**src/rtl/qsw_pkg.sv**
```systemverilog
package qsw_pkg;

    // Switch progress: OPEN = steady, HOLD = cycle after request, FILL = filler slot
    typedef enum logic [1:0] {
        PH_OPEN = 2'd0,
        PH_HOLD = 2'd1,
        PH_FILL = 2'd2
    } qsw_phase_e;

endpackage

```
**src/rtl/qsw_phase_ctl.sv**
```systemverilog
module qsw_phase_ctl
    import qsw_pkg::*;
#(
    parameter int NQ = 4,
    parameter int QW = 2
) (
    input  logic          clk,
    input  logic          rst_n,
    input  logic          req,
    input  logic [QW-1:0] addr,
    output qsw_phase_e    phase,
    output logic [QW-1:0] act_q,
    output logic [QW-1:0] pend_q,
    output logic          accept
);

    localparam logic [QW-1:0] QZERO = '0;

    typedef struct packed {
        qsw_phase_e    phase;
        logic [QW-1:0] act;
        logic [QW-1:0] pend;
    } ctl_state_t;

    ctl_state_t st_q, st_d;

    always_comb begin
        st_d   = st_q;
        accept = 1'b0;
        case (st_q.phase)
            PH_OPEN: begin
                if (req) begin
                    accept     = 1'b1;
                    st_d.pend  = addr;
                    st_d.phase = PH_HOLD;
                end
            end
            PH_HOLD: st_d.phase = PH_FILL;
            PH_FILL: begin
                st_d.phase = PH_OPEN;
                st_d.act   = st_q.pend;
            end
            default: st_d.phase = PH_OPEN;
        endcase
    end

    always_ff @(posedge clk or negedge rst_n) begin
        if (!rst_n) begin
            st_q.phase <= PH_OPEN;
            st_q.act   <= QZERO;
            st_q.pend  <= QZERO;
        end else begin
            st_q <= st_d;
        end
    end

    assign phase  = st_q.phase;
    assign act_q  = st_q.act;
    assign pend_q = st_q.pend;

    AST_HOLD_TO_FILL: assert property (@(posedge clk) disable iff (!rst_n)
        (st_q.phase == PH_HOLD) |=> (st_q.phase == PH_FILL));

    AST_FILL_TO_OPEN: assert property (@(posedge clk) disable iff (!rst_n)
        (st_q.phase == PH_FILL) |=> (st_q.phase == PH_OPEN));

endmodule

```
**src/rtl/qsw_full_pick.sv**
```systemverilog
module qsw_full_pick #(
    parameter int NQ = 4,
    parameter int QW = 2
) (
    input  logic [NQ-1:0] flags,
    input  logic [QW-1:0] sel,
    output logic          room
);

    always_comb begin
        room = 1'b0;
        for (int i = 0; i < NQ; i++) begin
            if (sel == QW'(i)) room = flags[i];
        end
    end

endmodule

```
**src/rtl/qsw_pkt_guard.sv**
```systemverilog
module qsw_pkt_guard #(
    parameter int DW = 36
) (
    input  logic clk,
    input  logic rst_n,
    input  logic commit,
    input  logic wr_act,
    input  logic sop,
    input  logic eop,
    input  logic sw_accept,
    input  logic fill_slot,
    output logic err
);

    typedef struct packed {
        logic in_pkt;
        logic err;
    } guard_state_t;

    guard_state_t g_q, g_d;
    logic         mid_switch;
    logic         fill_mark;

    always_comb begin
        g_d        = g_q;
        mid_switch = sw_accept && g_q.in_pkt && !(commit && eop);
        fill_mark  = fill_slot && wr_act && (sop || eop);
        if (commit) begin
            if (eop)      g_d.in_pkt = 1'b0;
            else if (sop) g_d.in_pkt = 1'b1;
        end
        g_d.err = g_q.err || mid_switch || fill_mark;
    end

    always_ff @(posedge clk or negedge rst_n) begin
        if (!rst_n) begin
            g_q.in_pkt <= 1'b0;
            g_q.err    <= 1'b0;
        end else begin
            g_q <= g_d;
        end
    end

    assign err = g_q.err;

    AST_ERR_STICKY: assert property (@(posedge clk) disable iff (!rst_n)
        g_q.err |=> g_q.err);

endmodule

```
**src/rtl/qsw_write_port.sv**
```systemverilog
module qsw_write_port
    import qsw_pkg::*;
#(
    parameter int NQ = 4,
    parameter int QW = $clog2(NQ),
    parameter int DW = 36
) (
    input  logic          clk,
    input  logic          rst_n,
    input  logic          sw_req,
    input  logic [QW-1:0] sw_addr,
    input  logic          wr_en_n,
    input  logic [DW-1:0] wr_data,
    input  logic [NQ-1:0] q_full_n,
    output logic [QW-1:0] tgt_q,
    output logic          store_we,
    output logic [DW-1:0] store_data,
    output logic          full_n,
    output logic          proto_err
);

    localparam int SOP_BIT = DW - 2;
    localparam int EOP_BIT = DW - 1;

    qsw_phase_e    phase;
    logic [QW-1:0] act_q;
    logic [QW-1:0] pend_q;
    logic          accept;
    logic          act_room;
    logic          pend_room;

    qsw_phase_ctl #(.NQ(NQ), .QW(QW)) u_ctl (
        .clk    (clk),
        .rst_n  (rst_n),
        .req    (sw_req),
        .addr   (sw_addr),
        .phase  (phase),
        .act_q  (act_q),
        .pend_q (pend_q),
        .accept (accept)
    );

    qsw_full_pick #(.NQ(NQ), .QW(QW)) u_pick_act (
        .flags (q_full_n),
        .sel   (act_q),
        .room  (act_room)
    );

    qsw_full_pick #(.NQ(NQ), .QW(QW)) u_pick_pend (
        .flags (q_full_n),
        .sel   (pend_q),
        .room  (pend_room)
    );

    always_comb begin
        tgt_q      = act_q;
        store_we   = !wr_en_n && act_room;
        store_data = wr_data;
        full_n     = (phase == PH_FILL) ? pend_room : act_room;
    end

    qsw_pkt_guard #(.DW(DW)) u_guard (
        .clk       (clk),
        .rst_n     (rst_n),
        .commit    (store_we),
        .wr_act    (!wr_en_n),
        .sop       (wr_data[SOP_BIT]),
        .eop       (wr_data[EOP_BIT]),
        .sw_accept (accept),
        .fill_slot (phase == PH_FILL),
        .err       (proto_err)
    );

    AST_NO_WRITE_FULL: assert property (@(posedge clk) disable iff (!rst_n)
        store_we |-> q_full_n[tgt_q]);

    AST_OLD_HOLD_C: assert property (@(posedge clk) disable iff (!rst_n)
        accept |=> (tgt_q == $past(tgt_q)));

    AST_OLD_HOLD_D: assert property (@(posedge clk) disable iff (!rst_n)
        accept |=> ##1 (tgt_q == $past(tgt_q)));

    AST_NEW_OPEN: assert property (@(posedge clk) disable iff (!rst_n)
        accept |=> ##2 (tgt_q == $past(sw_addr, 3)));

    AST_FILL_FLAG: assert property (@(posedge clk) disable iff (!rst_n)
        accept |=> ##1 (full_n == q_full_n[$past(sw_addr, 2)]));

endmodule

```
**config.mk**
```make
export PLATFORM = sky130hd
export DESIGN_NAME = qsw_write_port
export DESIGN_NICKNAME = d
export VERILOG_FILES = /design/src/rtl/qsw_pkg.sv /design/src/rtl/qsw_phase_ctl.sv /design/src/rtl/qsw_full_pick.sv /design/src/rtl/qsw_pkt_guard.sv /design/src/rtl/qsw_write_port.sv
export SDC_FILE = /design/constraint.sdc
export NUM_CORES = 1
export LEC_CHECK = 0
export BUFFER_PORTS_ARGS = -buffer_cell sky130_fd_sc_hd__clkbuf_2
export CORE_MARGIN = 2
export CORE_UTILIZATION = 33
export CTS_CLUSTER_DIAMETER = 120
export CTS_CLUSTER_SIZE = 14
export DETAILED_ROUTE_END_ITERATION = 12
export GPL_TIMING_DRIVEN = 0
export PLACE_DENSITY = 0.83
export SYNTH_ARGS = -nofsm -noshare
export SYNTH_HDL_FRONTEND = slang
export SYNTH_HIERARCHICAL = 1
export SYNTH_SLANG_ARGS = --single-unit
```
**constraint.sdc**
```tcl
create_clock -name clk -period 2.42 [get_ports clk]
set_input_delay 0.121 -clock clk [delete_from_list [all_inputs] [get_ports clk]]
set_output_delay 0.121 -clock clk [all_outputs]
set_load 0.02 [all_outputs]
```
==> flow_summary.ini <==
[status]
status = completed

[setup_path]
critPathKind = flop to primary output
max_stage_delay_ps = 520
cp-start-kind = flop
crit_arrival_ps = 1580
reg2reg_depth = 4
r2r_end = u_guard/err
crit_path_cell_trace = mux4_2, mux2_4, clkbuf_2
cp_max_fo = 3
crit_path_end_kind = primary output
r2r_start = u_ctl/act_q[0]
required_ps = 2300
slowest_stage = mux4_2
rrSetupSlack_ps = 860
cp-startpoint = u_ctl/act_q[0]

[timing]
rsz0062_at_grt = false
setup_tns_ps = 0
finalClockSkew_ps = 3.710
finalHoldViolations = 0
fin_crit_ps = 1697
drv_slew = 0
setup_violations = 0
max-slew-margin-rel_pct = 83.60
fmax_ghz = 0.5894
worst_hold_slack_ps = 101.0
worst_pin_slew_ps = 246.0
finalCritPeriodShare_pct = 70.11

[clock_tree]
cts_max_level = 1
clock-sinks = 8
clock_latency_ps = 250
clockBufferDepth = 2
post_cts_buffers = 0
cts_buffers = 3
clk_pin_slew_worst_paths_ps = 50
cts_tree = built
postCtsHoldBufs = 1
cts_root_buffer = clkbuf_4
cts.repair.resized = 0

[min_path]
min_to = u_guard/g_q[1]
holdPathStages = 2
worstHoldStart = wr_data[35]
min_path_type = input port to flop

[final_layout]
final_common_cell = clkbuf_2
syn2layout_area_growth_pct = 48.60
design_area_um2 = 998.5
n_antenna_cell = 0
layout.nets = 167
n_fill_cell = 180
layout_common_cells = clkbuf_2 (52), buf_4 (36), dfrtp_1 (8), mux2_2 (4), clkbuf_4 (3)
final_layout_size_suffix_gt1_share_pct = 84.03

[power]
power_switching_uw = 225.9
powerDensity_nw_per_um2 = 616.3
total_power_uw = 615.4
p_leak_nw = 0.5791
clockPowerShare_pct = 15.7
pwr-share-comb_pct = 50.0
peakVddDrop_mv = 0.4790
p_seq_share_pct = 34.3
switching_share_pct = 36.71
p_int_uw = 389.5

[global_route]
antenna_found_initial = 0
grt_pass1_vias = 569
grt_pass1_wl_um = 2415
gr-usage-all-layers_pct = 12.85
grt_overflow = 0
grt_max_degree = 9

[drt]
via_per_inst = 4.151
drcViolationCount = 0
drt-wirelength-per-cell_um = 10.44
first_pass_iters = 4
wl_um = 1524
via_count = 606
drtIter0Drc = 2
antenna_left = 0

[logic_synthesis]
yosysUniqueCellTypes = 15
ys_seq_area_share_pct = 29.80
ys_ff_latch = 8
syn-cell-area_um2 = 671.9
synth_fp_nets = 109
yosysWarnings = 6
postSynthCellCount = 63
postSynthAreaPerCell_um2 = 10.66

[placement]
place_congestion = 0.6369
dpl-instance-area_um2 = 965.9
io_buffers = 52
dp.final_hpwl_um = 1370

[floorplan]
design.die.area_um2 = 2413
die_h_um = 49.12
die_w_um = 49.12
core-area_um2 = 1942
row_count = 16
io_pins = 87
initial_core_util_pct = 34.60

[job]
maxCapViolations = 0
==> synthesized netlist by cell type <==
library cell	n	area [um2]
a21oi_1	2	10.01
mux4_2	2	45.04
buf_4	36	270.3
o211a_1	1	10.01
nor3b_4	1	18.77
dfrtp_1	8	200.2
mux2_2	4	45.04
mux2_4	1	15.01
inv_1	1	3.750
nor2b_1	2	12.51
nand2b_1	1	6.260
nor2b_4	1	13.76
nor3b_1	1	7.510
a311o_1	1	10.01
nand2_1	1	3.750
==> per-layer routing <==
layer | wire [um] | vias to the layer above | GRT usage [%]
met1 | 444 | 268 | 10.98
met5 | 0 | - | 0
met4 | 0 | 0 | 7.143
met2 | 910 | 48 | 25.68
met3 | 169 | 0 | 3.681
li1 | - | 290 | -
==> power groups by stage <==
| stage | combinational, mW | clock, mW | sequential [mW] |
|---|---|---|---|
| 3_3_place_gp | 0.307 | 0 | 0.208 |
| 6_report | 0.308 | 0.0964 | 0.211 |
| 3_5_place_dp | 0.311 | 0 | 0.213 |
| 5_1_grt | 0.327 | 0.116 | 0.218 |
| 4_1_cts | 0.312 | 0.103 | 0.211 |
| 2_1_floorplan | 0.206 | 0 | 0.226 |
==> per-stage QoR <==
| step | setup WS (ps) | cells | utilization [%] |
|---|---|---|---|
| 2_1_floorplan | 601.9 | 63 | - |
| 3_3_place_gp | 897.7 | 142 | 49.74 |
| 3_5_place_dp | 859.6 | 142 | 49.74 |
| 4_1_cts | 692.6 | 146 | 51.42 |
| 5_1_grt | 646.2 | 146 | 51.42 |
| 6_report | 723.4 | 146 | 51.42 |
==> critical path: cells and delay by family (launching register included) <==
family,cells,cell delay (ps)
muxes,2,800
DFF,1,380
buffers and inverters,1,150
==> worst max-delay path by stage <==
stage | endpoint | cells past startpoint
after global routing | full_n | 3
after global placement | u_guard/err | 4
after floorplan | u_guard/err | 4
final | full_n | 3
after detailed placement | u_guard/err | 4
after CTS | full_n | 3
==> cell type report <==
cell class / instances / area, um2 / share of cell area [%]
clock buffer: 3 / 22.52 / 2.256
inverter: 1 / 3.754 / 0.3759
tap: 27 / 33.78 / 3.383
sequential: 8 / 200.2 / 20.05
timing repair buffer: 53 / 270.3 / 27.07
buffer: 36 / 270.3 / 27.07
multi-input combinational: 18 / 197.7 / 19.80
==> flip-flops by register name, indices dropped and copies added, names as in the netlist <==
register and cells:
u_ctl/act_q 2, u_ctl/pend_q 2, u_ctl/phase 2, u_guard/err 1, u_guard/g_q 1
==> kinds of logic (layout without fill, tap and decap cells) <==
group | count (synthesis) | count (layout) | share of synthesized area, %
AO/OA/AOI/OAI | 4 | 4 | 4.469
buffers and inverters | 37 | 93 | 40.78
flip-flops | 8 | 8 | 29.79
multiplexers | 7 | 7 | 15.64
AND/OR/NAND/NOR | 7 | 7 | 9.311
Power figures use the tool's default switching activity.
